File: src/rtl/link_power_supervisor.sv
module link_power_supervisor #(
  parameter int REF_HZ   = 49_152_000,
  parameter int SHORT_NS = 1_200,
  parameter int LONG_NS  = 25_000,
  parameter int INIT_CYC = 64,
  parameter int DIV      = 8
) (
  input  logic clk,
  input  logic rst_n,
  input  logic lps,
  input  logic linkon_pkt,
  input  logic bus_reset,
  input  logic port_event,
  input  logic timeout_flag,
  input  logic pwr_fail_flag,
  input  logic loop_flag,
  input  logic resume_int,
  output logic if_reset,
  output logic if_enable,
  output logic link_on
);
  localparam longint SHORT_L = (longint'(REF_HZ) * SHORT_NS + 64'd500_000_000) / 64'd1_000_000_000;
  localparam longint LONG_L  = (longint'(REF_HZ) * LONG_NS  + 64'd500_000_000) / 64'd1_000_000_000;
  localparam int SHORT_CYC = int'(SHORT_L);
  localparam int LONG_CYC  = int'(LONG_L);
  localparam int GW = $clog2(LONG_CYC + 1);
  localparam int IW = $clog2(INIT_CYC + 1);
  localparam int PW = (DIV > 2) ? $clog2(DIV) : 1;

  logic [GW-1:0] gap;
  logic [IW-1:0] up;
  logic [PW-1:0] ph;
  logic          act;
  logic          intr;
  logic          act_nx;

  assign intr   = port_event | ((timeout_flag | pwr_fail_flag | loop_flag) & resume_int);
  assign act_nx = lps ? 1'b0 : (bus_reset ? intr : (act | intr | linkon_pkt));
  assign link_on = act & ph[PW-1];

  always_ff @(posedge clk) begin
    if (!rst_n)                 gap <= '0;
    else if (lps)               gap <= '0;
    else if (gap != GW'(LONG_CYC)) gap <= gap + 1'b1;
  end

  always_ff @(posedge clk) begin
    if (!rst_n) begin
      if_enable <= 1'b0;
      up        <= '0;
    end else if (!lps) begin
      up <= '0;
      if (gap >= GW'(LONG_CYC - 1)) if_enable <= 1'b0;
    end else if (!if_enable) begin
      if (up == IW'(INIT_CYC - 1)) begin
        if_enable <= 1'b1;
        up        <= '0;
      end else begin
        up <= up + 1'b1;
      end
    end
  end

  always_ff @(posedge clk) begin
    if (!rst_n) if_reset <= 1'b0;
    else        if_reset <= lps & if_enable & (gap >= GW'(SHORT_CYC));
  end

  always_ff @(posedge clk) begin
    if (!rst_n) begin
      act <= 1'b0;
      ph  <= '0;
    end else begin
      act <= act_nx;
      if (act & act_nx) ph <= ph + 1'b1;
      else              ph <= '0;
    end
  end

  assert_reset_state_R1: assert property (@(posedge clk)
    !rst_n |=> (!if_enable && !if_reset && !link_on));

  assert_pulse_needs_enable_R2: assert property (@(posedge clk) disable iff (!rst_n)
    if_reset |-> if_enable);

  assert_pulse_single_R2: assert property (@(posedge clk) disable iff (!rst_n)
    if_reset |=> !if_reset);

  assert_disable_on_low_R3: assert property (@(posedge clk) disable iff (!rst_n)
    $fell(if_enable) |-> $past(!lps));

  assert_enable_on_high_R4: assert property (@(posedge clk) disable iff (!rst_n)
    $rose(if_enable) |-> $past(lps));

  assert_wake_only_low_R5: assert property (@(posedge clk) disable iff (!rst_n)
    link_on |-> $past(!lps));

  assert_wake_hold_R7: assert property (@(posedge clk) disable iff (!rst_n)
    (act && !lps && !bus_reset) |=> act);

  assert_busreset_keeps_R8: assert property (@(posedge clk) disable iff (!rst_n)
    (!lps && bus_reset && intr) |=> act);
endmodule

File: config.mk
export PLATFORM = sky130hd
export DESIGN_NAME = link_power_supervisor
export DESIGN_NICKNAME = d
export VERILOG_FILES = /design/src/rtl/link_power_supervisor.sv
export SDC_FILE = /design/constraint.sdc
export NUM_CORES = 1
export LEC_CHECK = 0
export ABC_AREA = 1
export BUFFER_PORTS_ARGS = -buffer_cell sky130_fd_sc_hd__buf_2
export CORE_ASPECT_RATIO = 2
export CORE_MARGIN = 10
export CORE_UTILIZATION = 35
export DETAILED_ROUTE_END_ITERATION = 10
export PLACE_DENSITY = 0.61
export SETUP_SLACK_MARGIN = 0.3
export SLEW_MARGIN = 25
export SYNTH_ARGS = -nofsm -noshare
export SYNTH_HDL_FRONTEND = slang
export SYNTH_SLANG_ARGS = --single-unit
File: constraint.sdc
create_clock -name clk -period 1.2 [get_ports clk]
set_clock_uncertainty 0.1 [all_clocks]
set_input_delay 0.06 -clock clk [delete_from_list [all_inputs] [get_ports clk]]
set_output_delay 0.06 -clock clk [all_outputs]
set_load 0.05 [all_outputs]
==> results of run 1 <==
routing by layer:
| layer | GRT usage [%] | vias up | wire length (um) |
|---|---|---|---|
| li1 | - | 629 | - |
| met1 | 9.21 | 551 | 980 |
| met2 | 19.0 | 22 | 1710 |
| met3 | 2.57 | 7 | 110 |
| met4 | 4.98 | 0 | 72 |
| met5 | 0 | - | 0 |
kinds of logic (layout without fill, tap and decap cells):
kind of cell               Yosys count  count (layout)  share of synthesized area [%]
DFF                                 24              24                           39.1
adders and majority gates            5               5                           5.09
buffers and inverters               29              66                           8.85
xor gates and xnor gates             8               8                           5.70
AOI/OAI and AO/OA                   16              16                           6.71
and+or+nand+nor                     97              97                           34.6
state kept, by name, summed over array words and instances, names as in the netlist:
register / cells
ph: 3
if_reset: 1
act: 1
gap: 11
if_enable: 1
up: 7
timing repair:
action / CTS / global route
setup buffers: 2 / 4
gates resized for setup: 22 / 22
pin swaps: 20 / 18
endpoints found under the setup margin: 26 / 27
hold endpoints to repair: 2 / 1
synth_stat cells, drive strengths merged, types with 3 or more instances:
| cell type | number | share of area [%] |
|---|---|---|
| ha | 5 | 5.1 |
| clkinv | 3 | 0.92 |
| a21oi | 11 | 4.5 |
| xnor2 | 7 | 5.0 |
| dfxtp | 24 | 39 |
| inv | 25 | 7.6 |
| nand4 | 3 | 1.5 |
| nor2 | 33 | 12 |
| nand2 | 45 | 14 |
| nand3 | 14 | 6.1 |
| o21ai | 4 | 1.6 |
final cells by class:
cell class	instances	area, um^2
fill	335	1590
multi-input combinational	126	805
sequential	24	502
timing repair buffer	34	275
inverter	28	110
clock buffer	4	55.1
tap	32	40.0
worst max-delay path, cell delays in order (launching register included):
cell     delay, ns
dfxtp_4       0.37
inv_4         0.06
ha_4          0.13
buf_4         0.11
inv_4         0.03
nor2_2        0.09
nand4_1       0.18
nand2_1       0.11
nor2_1        0.04
through the flow:
| stage | setup WS, ns | instance area (um^2) |
|---|---|---|
| final | -0.120 | 1790 |
| after global placement | -0.0319 | 1530 |
| after CTS | -0.0677 | 1680 |
| after floorplan | 0.00679 | 1310 |
| after detailed placement | -0.0551 | 1530 |
| after global routing | -0.159 | 1790 |
final timing paths:
check                   from     end  slack [ns]  depth (start not counted)
setup / recovery      gap[1]  gap[4]       -0.12                          8
hold / removal    resume_int     act       -0.05                          3
setup reg to reg      gap[1]  gap[4]       -0.12                          8
hold reg to reg        ph[0]   ph[0]        0.33                          1
cell usage in the layout (no fill, tap or decap), types with 3 or more instances in the layout:
master    count
inv_1        18
buf_2         9
nor2_1       22
nand4_1       3
nor2_4        6
buf_4        18
buf_6         4
nand2_1      38
a21oi_1       9
nor2_2        5
inv_2         6
nand2_2       5
ha_4          3
dfxtp_1      13
nand3_2       4
dfxtp_2       8
o21ai_1       3
nand3_1       8
xnor2_1       6
clkbuf_8      4
dfxtp_4       3
power groups by stage:
| stage | Sequential (W) | Combinational (W) | Clock (W) |
|---|---|---|---|
| after CTS | 0.000814 | 0.0000997 | 0.000566 |
| after global placement | 0.000832 | 0.0000948 | 0 |
| after global routing | 0.000815 | 0.000126 | 0.000616 |
| after detailed placement | 0.000832 | 0.0000960 | 0 |
| after floorplan | 0.000832 | 0.0000454 | 0 |
| final | 0.000814 | 0.000112 | 0.000549 |
==> results.py, run 1 <==
metrics = {
    "detailed_routing": {
        "vias_per_cell": 4.88,
        "wire_per_inst_um": 11.6,
        "drtIter0Drc": 22,
        "final_antenna_net_count": 0,
        "postRouteWirelength_mm": 2.88,
        "first_pass_iters": 4,
        "num_vias": 1209,
        "drcViolationCount": 0,
    },
    "clock_tree": {
        "clk_latency_ns": 0.27,
        "htree_levels": 1,
        "clk_pin_slew_ns": 0.08,
        "cts_buffer_depth": 2,
        "cts_made_buffers": 3,
        "clkSinkCount": 24,
        "clock-root-buffer": "clkbuf_8",
        "tritoncts": "built",
    },
    "sta": {
        "timing_hold_violations_final": 3,
        "maxSlewViolCount": 0,
        "final.setup.worst_slack_ns": -0.120,
        "fmax_ghz": 0.758,
        "max-slew-margin-rel_pct": 82.7,
        "tightest_slew_ns": 0.257,
        "timing.hold.ws_ns": -0.0496,
        "rsz0062_at_grt": "yes",
        "finalCriticalPeriod_ns": 1.32,
        "period_share_pct": 110,
        "fin_setup_tns_ns": -0.527,
        "setup_viol": 10,
    },
    "synth": {
        "ys_async_sr_fraction_pct": 0,
        "synth_edf_count": 0,
        "ys_ff_latch": 24,
        "syn_area_um2": 1230,
        "synth_area_per_cell_um2": 6.87,
        "synthesis.nets": 194,
        "synth_flop_cell": "dfxtp_1",
        "ys_seq_area_share_pct": 39.1,
        "yosysWarnings": 0,
        "synth_cell_types": 21,
        "synthCells": 179,
    },
    "power": {
        "cellLeakagePower_nw": 0.738,
        "power_switching_w": 0.000323,
        "power_w": 0.00147,
        "pwr-share-seq_pct": 55.2,
        "ir_drop_mv": 0.724,
        "power_frac_comb_pct": 7.6,
        "internal-power_w": 0.00115,
        "pwr-share-clk_pct": 37.2,
        "swShare_pct": 21.9,
        "p_per_area_nw_per_um2": 825,
    },
    "global_route": {
        "antenna_found_initial": 0,
        "grtUsageTotal_pct": 10.2,
        "overflow": 0,
        "grt_start_max_net_pins": 14,
        "grt_pass1_vias": 1240,
        "grt_pass1_wl_mm": 5.15,
    },
    "die": {
        "start_util_pct": 36.4,
        "die_h_um": 104,
        "die_width_um": 61.9,
        "row_count": 30,
        "die_area_um2": 6430,
        "ioPinCount": 13,
        "coreArea_um2": 3380,
    },
    "worst_hold_path": {
        "hold_class": "input port to flip-flop",
    },
    "finish": {
        "area_delta_synth_final_pct": 45.3,
        "antennaDiodeCount": 0,
        "drive_above_1_share_pct": 41.2,
        "stdcell_count": 248,
        "fin_util_pct": 52.9,
        "nNetsFinal": 232,
    },
    "place": {
        "dpl.hpwl_mm": 2.31,
        "place_inst": 238,
        "portBuffers": 12,
        "routabilityCongestion": 0.789,
    },
    "job": {
        "maxCapViolCount": 0,
    },
    "worst_setup_path": {
        "cp_data_arrival_time_ns": 1.38,
        "crit_type": "flip-flop to flip-flop",
        "start_kind": "flip-flop",
        "crit_required_ns": 1.26,
        "end_kind": "flip-flop",
        "crit_path_max_fanout": 3,
    },
    "run_status": {
        "status": "finished, violations left",
        "violations": "negative hold slack, negative setup slack",
    },
}
Note: power is estimated with default switching activity, not from simulation.
==> run 2: changes to the inputs <==
--- a/config.mk
+++ b/config.mk
@@ -7,11 +7,13 @@
 export LEC_CHECK = 0
 export ABC_AREA = 1
 export BUFFER_PORTS_ARGS = -buffer_cell sky130_fd_sc_hd__buf_2
+export CELL_PAD_IN_SITES_DETAIL_PLACEMENT = 1
+export CELL_PAD_IN_SITES_GLOBAL_PLACEMENT = 1
 export CORE_ASPECT_RATIO = 2
 export CORE_MARGIN = 10
 export CORE_UTILIZATION = 35
 export DETAILED_ROUTE_END_ITERATION = 10
-export PLACE_DENSITY = 0.61
+export PLACE_DENSITY = 0.78
 export SETUP_SLACK_MARGIN = 0.3
 export SLEW_MARGIN = 25
 export SYNTH_ARGS = -nofsm -noshare
==> run 2 against run 1 <==
Compared with the run above: the run still ends with negative hold slack, negative setup slack left; setup slack better by 0.044 ns; global-route usage is 1.6 points higher; highest routed layer unchanged; fmax is 3.5% higher; combinational power is 4% lower; register-to-register slack better by 0.04 ns; cell count is 1.2% lower; clock power is 14% higher; die area stayed put.
==> results.py, run 2 (synthesized netlist as in run 1, its figures left out) <==
metrics = {
    "sta": {
        "timing.hold.ws_ns": -0.0433,
        "finalCriticalPeriod_ns": 1.28,
        "final.setup.worst_slack_ns": -0.0757,
        "fmax_ghz": 0.784,
        "tightest_slew_ns": 0.348,
        "timing_hold_violations_final": 1,
        "setup_viol": 12,
        "period_share_pct": 106,
        "max-slew-margin-rel_pct": 76.8,
        "rsz0062_at_grt": "yes",
        "maxSlewViolCount": 0,
    },
    "worst_setup_path": {
        "end_kind": "flip-flop",
        "start_kind": "flip-flop",
        "crit_type": "flip-flop to flip-flop",
        "crit_path_max_fanout": 4,
        "crit_required_ns": 1.27,
        "cp_data_arrival_time_ns": 1.34,
    },
    "job": {
        "maxCapViolCount": 0,
    },
    "global_route": {
        "grt_start_max_net_pins": 15,
        "overflow": 0,
        "grtUsageTotal_pct": 11.8,
        "grt_pass1_wl_mm": 6.02,
        "antenna_found_initial": 0,
        "grt_pass1_vias": 1356,
    },
    "worst_hold_path": {
        "hold_class": "input port to flip-flop",
    },
    "clock_tree": {
        "clkSinkCount": 24,
        "clk_pin_slew_ns": 0.09,
        "htree_levels": 1,
        "clock-root-buffer": "clkbuf_8",
        "cts_buffer_depth": 2,
        "tritoncts": "built",
        "clk_latency_ns": 0.26,
        "cts_hold_buf": 1,
        "cts_made_buffers": 3,
    },
    "die": {
        "ioPinCount": 13,
        "row_count": 30,
        "start_util_pct": 36.4,
        "die_area_um2": 6430,
        "coreArea_um2": 3380,
        "die_h_um": 104,
        "die_width_um": 61.9,
    },
    "power": {
        "pwr-share-clk_pct": 40.6,
        "power_switching_w": 0.000337,
        "ir_drop_mv": 0.610,
        "internal-power_w": 0.00121,
        "cellLeakagePower_nw": 0.733,
        "p_per_area_nw_per_um2": 863,
        "swShare_pct": 21.8,
        "pwr-share-seq_pct": 52.3,
        "power_frac_comb_pct": 7.0,
    },
    "finish": {
        "drive_above_1_share_pct": 41.8,
        "antennaDiodeCount": 0,
        "regArea_um2": 512,
        "nNetsFinal": 229,
        "final_common_cell": "nand2_1",
        "fin_util_pct": 52.9,
        "regMostFlops": "gap",
        "final_cell_mix": "nand2_1, nor2_1, inv_1",
        "reg.largest.list": "gap x11, up x7, ph x3",
        "multi_input_area_um2": 811,
        "largest_reg_flops": 11,
        "fill_cells": 413,
        "stdcell_count": 245,
        "area_delta_synth_final_pct": 45.4,
    },
    "detailed_routing": {
        "num_vias": 1234,
        "drtIter0Drc": 20,
        "postRouteWirelength_mm": 3.59,
        "wire_per_inst_um": 14.6,
        "vias_per_cell": 5.04,
        "final_antenna_net_count": 0,
        "drcViolationCount": 0,
        "first_pass_iters": 4,
    },
    "run_status": {
        "status": "finished, violations left",
        "violations": "negative hold slack, negative setup slack",
    },
    "place": {
        "dpl.hpwl_mm": 2.76,
        "routabilityCongestion": 0.798,
        "portBuffers": 12,
        "place_inst": 234,
    },
}
run 2: cell count changes in the layout (fill, tap and decap cells not counted), sizes merged:
| cell | change |
|---|---|
| clkinv | +1 |
| buf | -4 |
| inv | -1 |
| dlygate4sd3 | +1 |
run 2: final timing paths:
kind,start,end,slack [ns],depth (start not counted)
worst max register to register,gap[1],gap[0],-0.08,9
worst min-delay path,port_event,act,-0.04,3
worst min register to register,ph[0],ph[0],0.33,1
worst max-delay path,gap[1],gap[0],-0.08,9
run 2: cell type report:
type                            instances  area share, %
Tap cell                               32           2.24
Inverter                               28           6.02
Clock buffer                            4           3.71
Sequential cell                        24           28.6
Timing Repair Buffer                   31           14.1
Multi-Input combinational cell        126           45.3
run 2: layer usage:
layer / vias to the layer above / part of all wire (%) / GRT usage (%)
met5: - / 0 / 0
met2: 15 / 63 / 23.3
met3: 2 / 2.4 / 2.20
li1: 620 / - / -
met4: 0 / 0.81 / 3.54
met1: 597 / 34 / 10.9
run 2: power by group through the flow:
stage	clock (W)	combinational, W	sequential (W)
6_report	0.000627	0.000108	0.000808
3_3_place_gp	0	0.0000828	0.000831
3_5_place_dp	0	0.0000896	0.000832
2_1_floorplan	0	0.0000454	0.000832
4_1_cts	0.000644	0.000102	0.000812
5_1_grt	0.000682	0.000122	0.000809
run 2: repair_timing:
item	in CTS	in global routing
pin swaps	21	7
setup buffers	3	3
setup endpoints to repair	26	27
gates resized for setup	33	15
endpoints found under the hold margin	2	1
run 2: per-stage QoR:
stage               setup TNS (ns)  area (um^2)  hold slack (ns)  power, W  setup WS, ns
floorplan                        0         1310            0.100  0.000877       0.00679
global placement           -0.0838         1490            0.222  0.000914       -0.0336
detailed placement          -0.490         1490            0.237  0.000922       -0.0905
CTS                         -0.311         1720          -0.0426   0.00156        -0.100
global route                 -1.50         1790          -0.0346   0.00161        -0.154
finish                      -0.256         1790          -0.0433   0.00154       -0.0757
run 2: worst max-delay path, cell delays in order, from the launching register on:
cell	delay (ns)
dfxtp_4	0.38
inv_4	0.06
ha_4	0.13
nand2_2	0.05
nor2_2	0.10
nand2_1	0.07
nor2_2	0.12
nand2_1	0.07
nand2_1	0.07
nor2_1	0.04
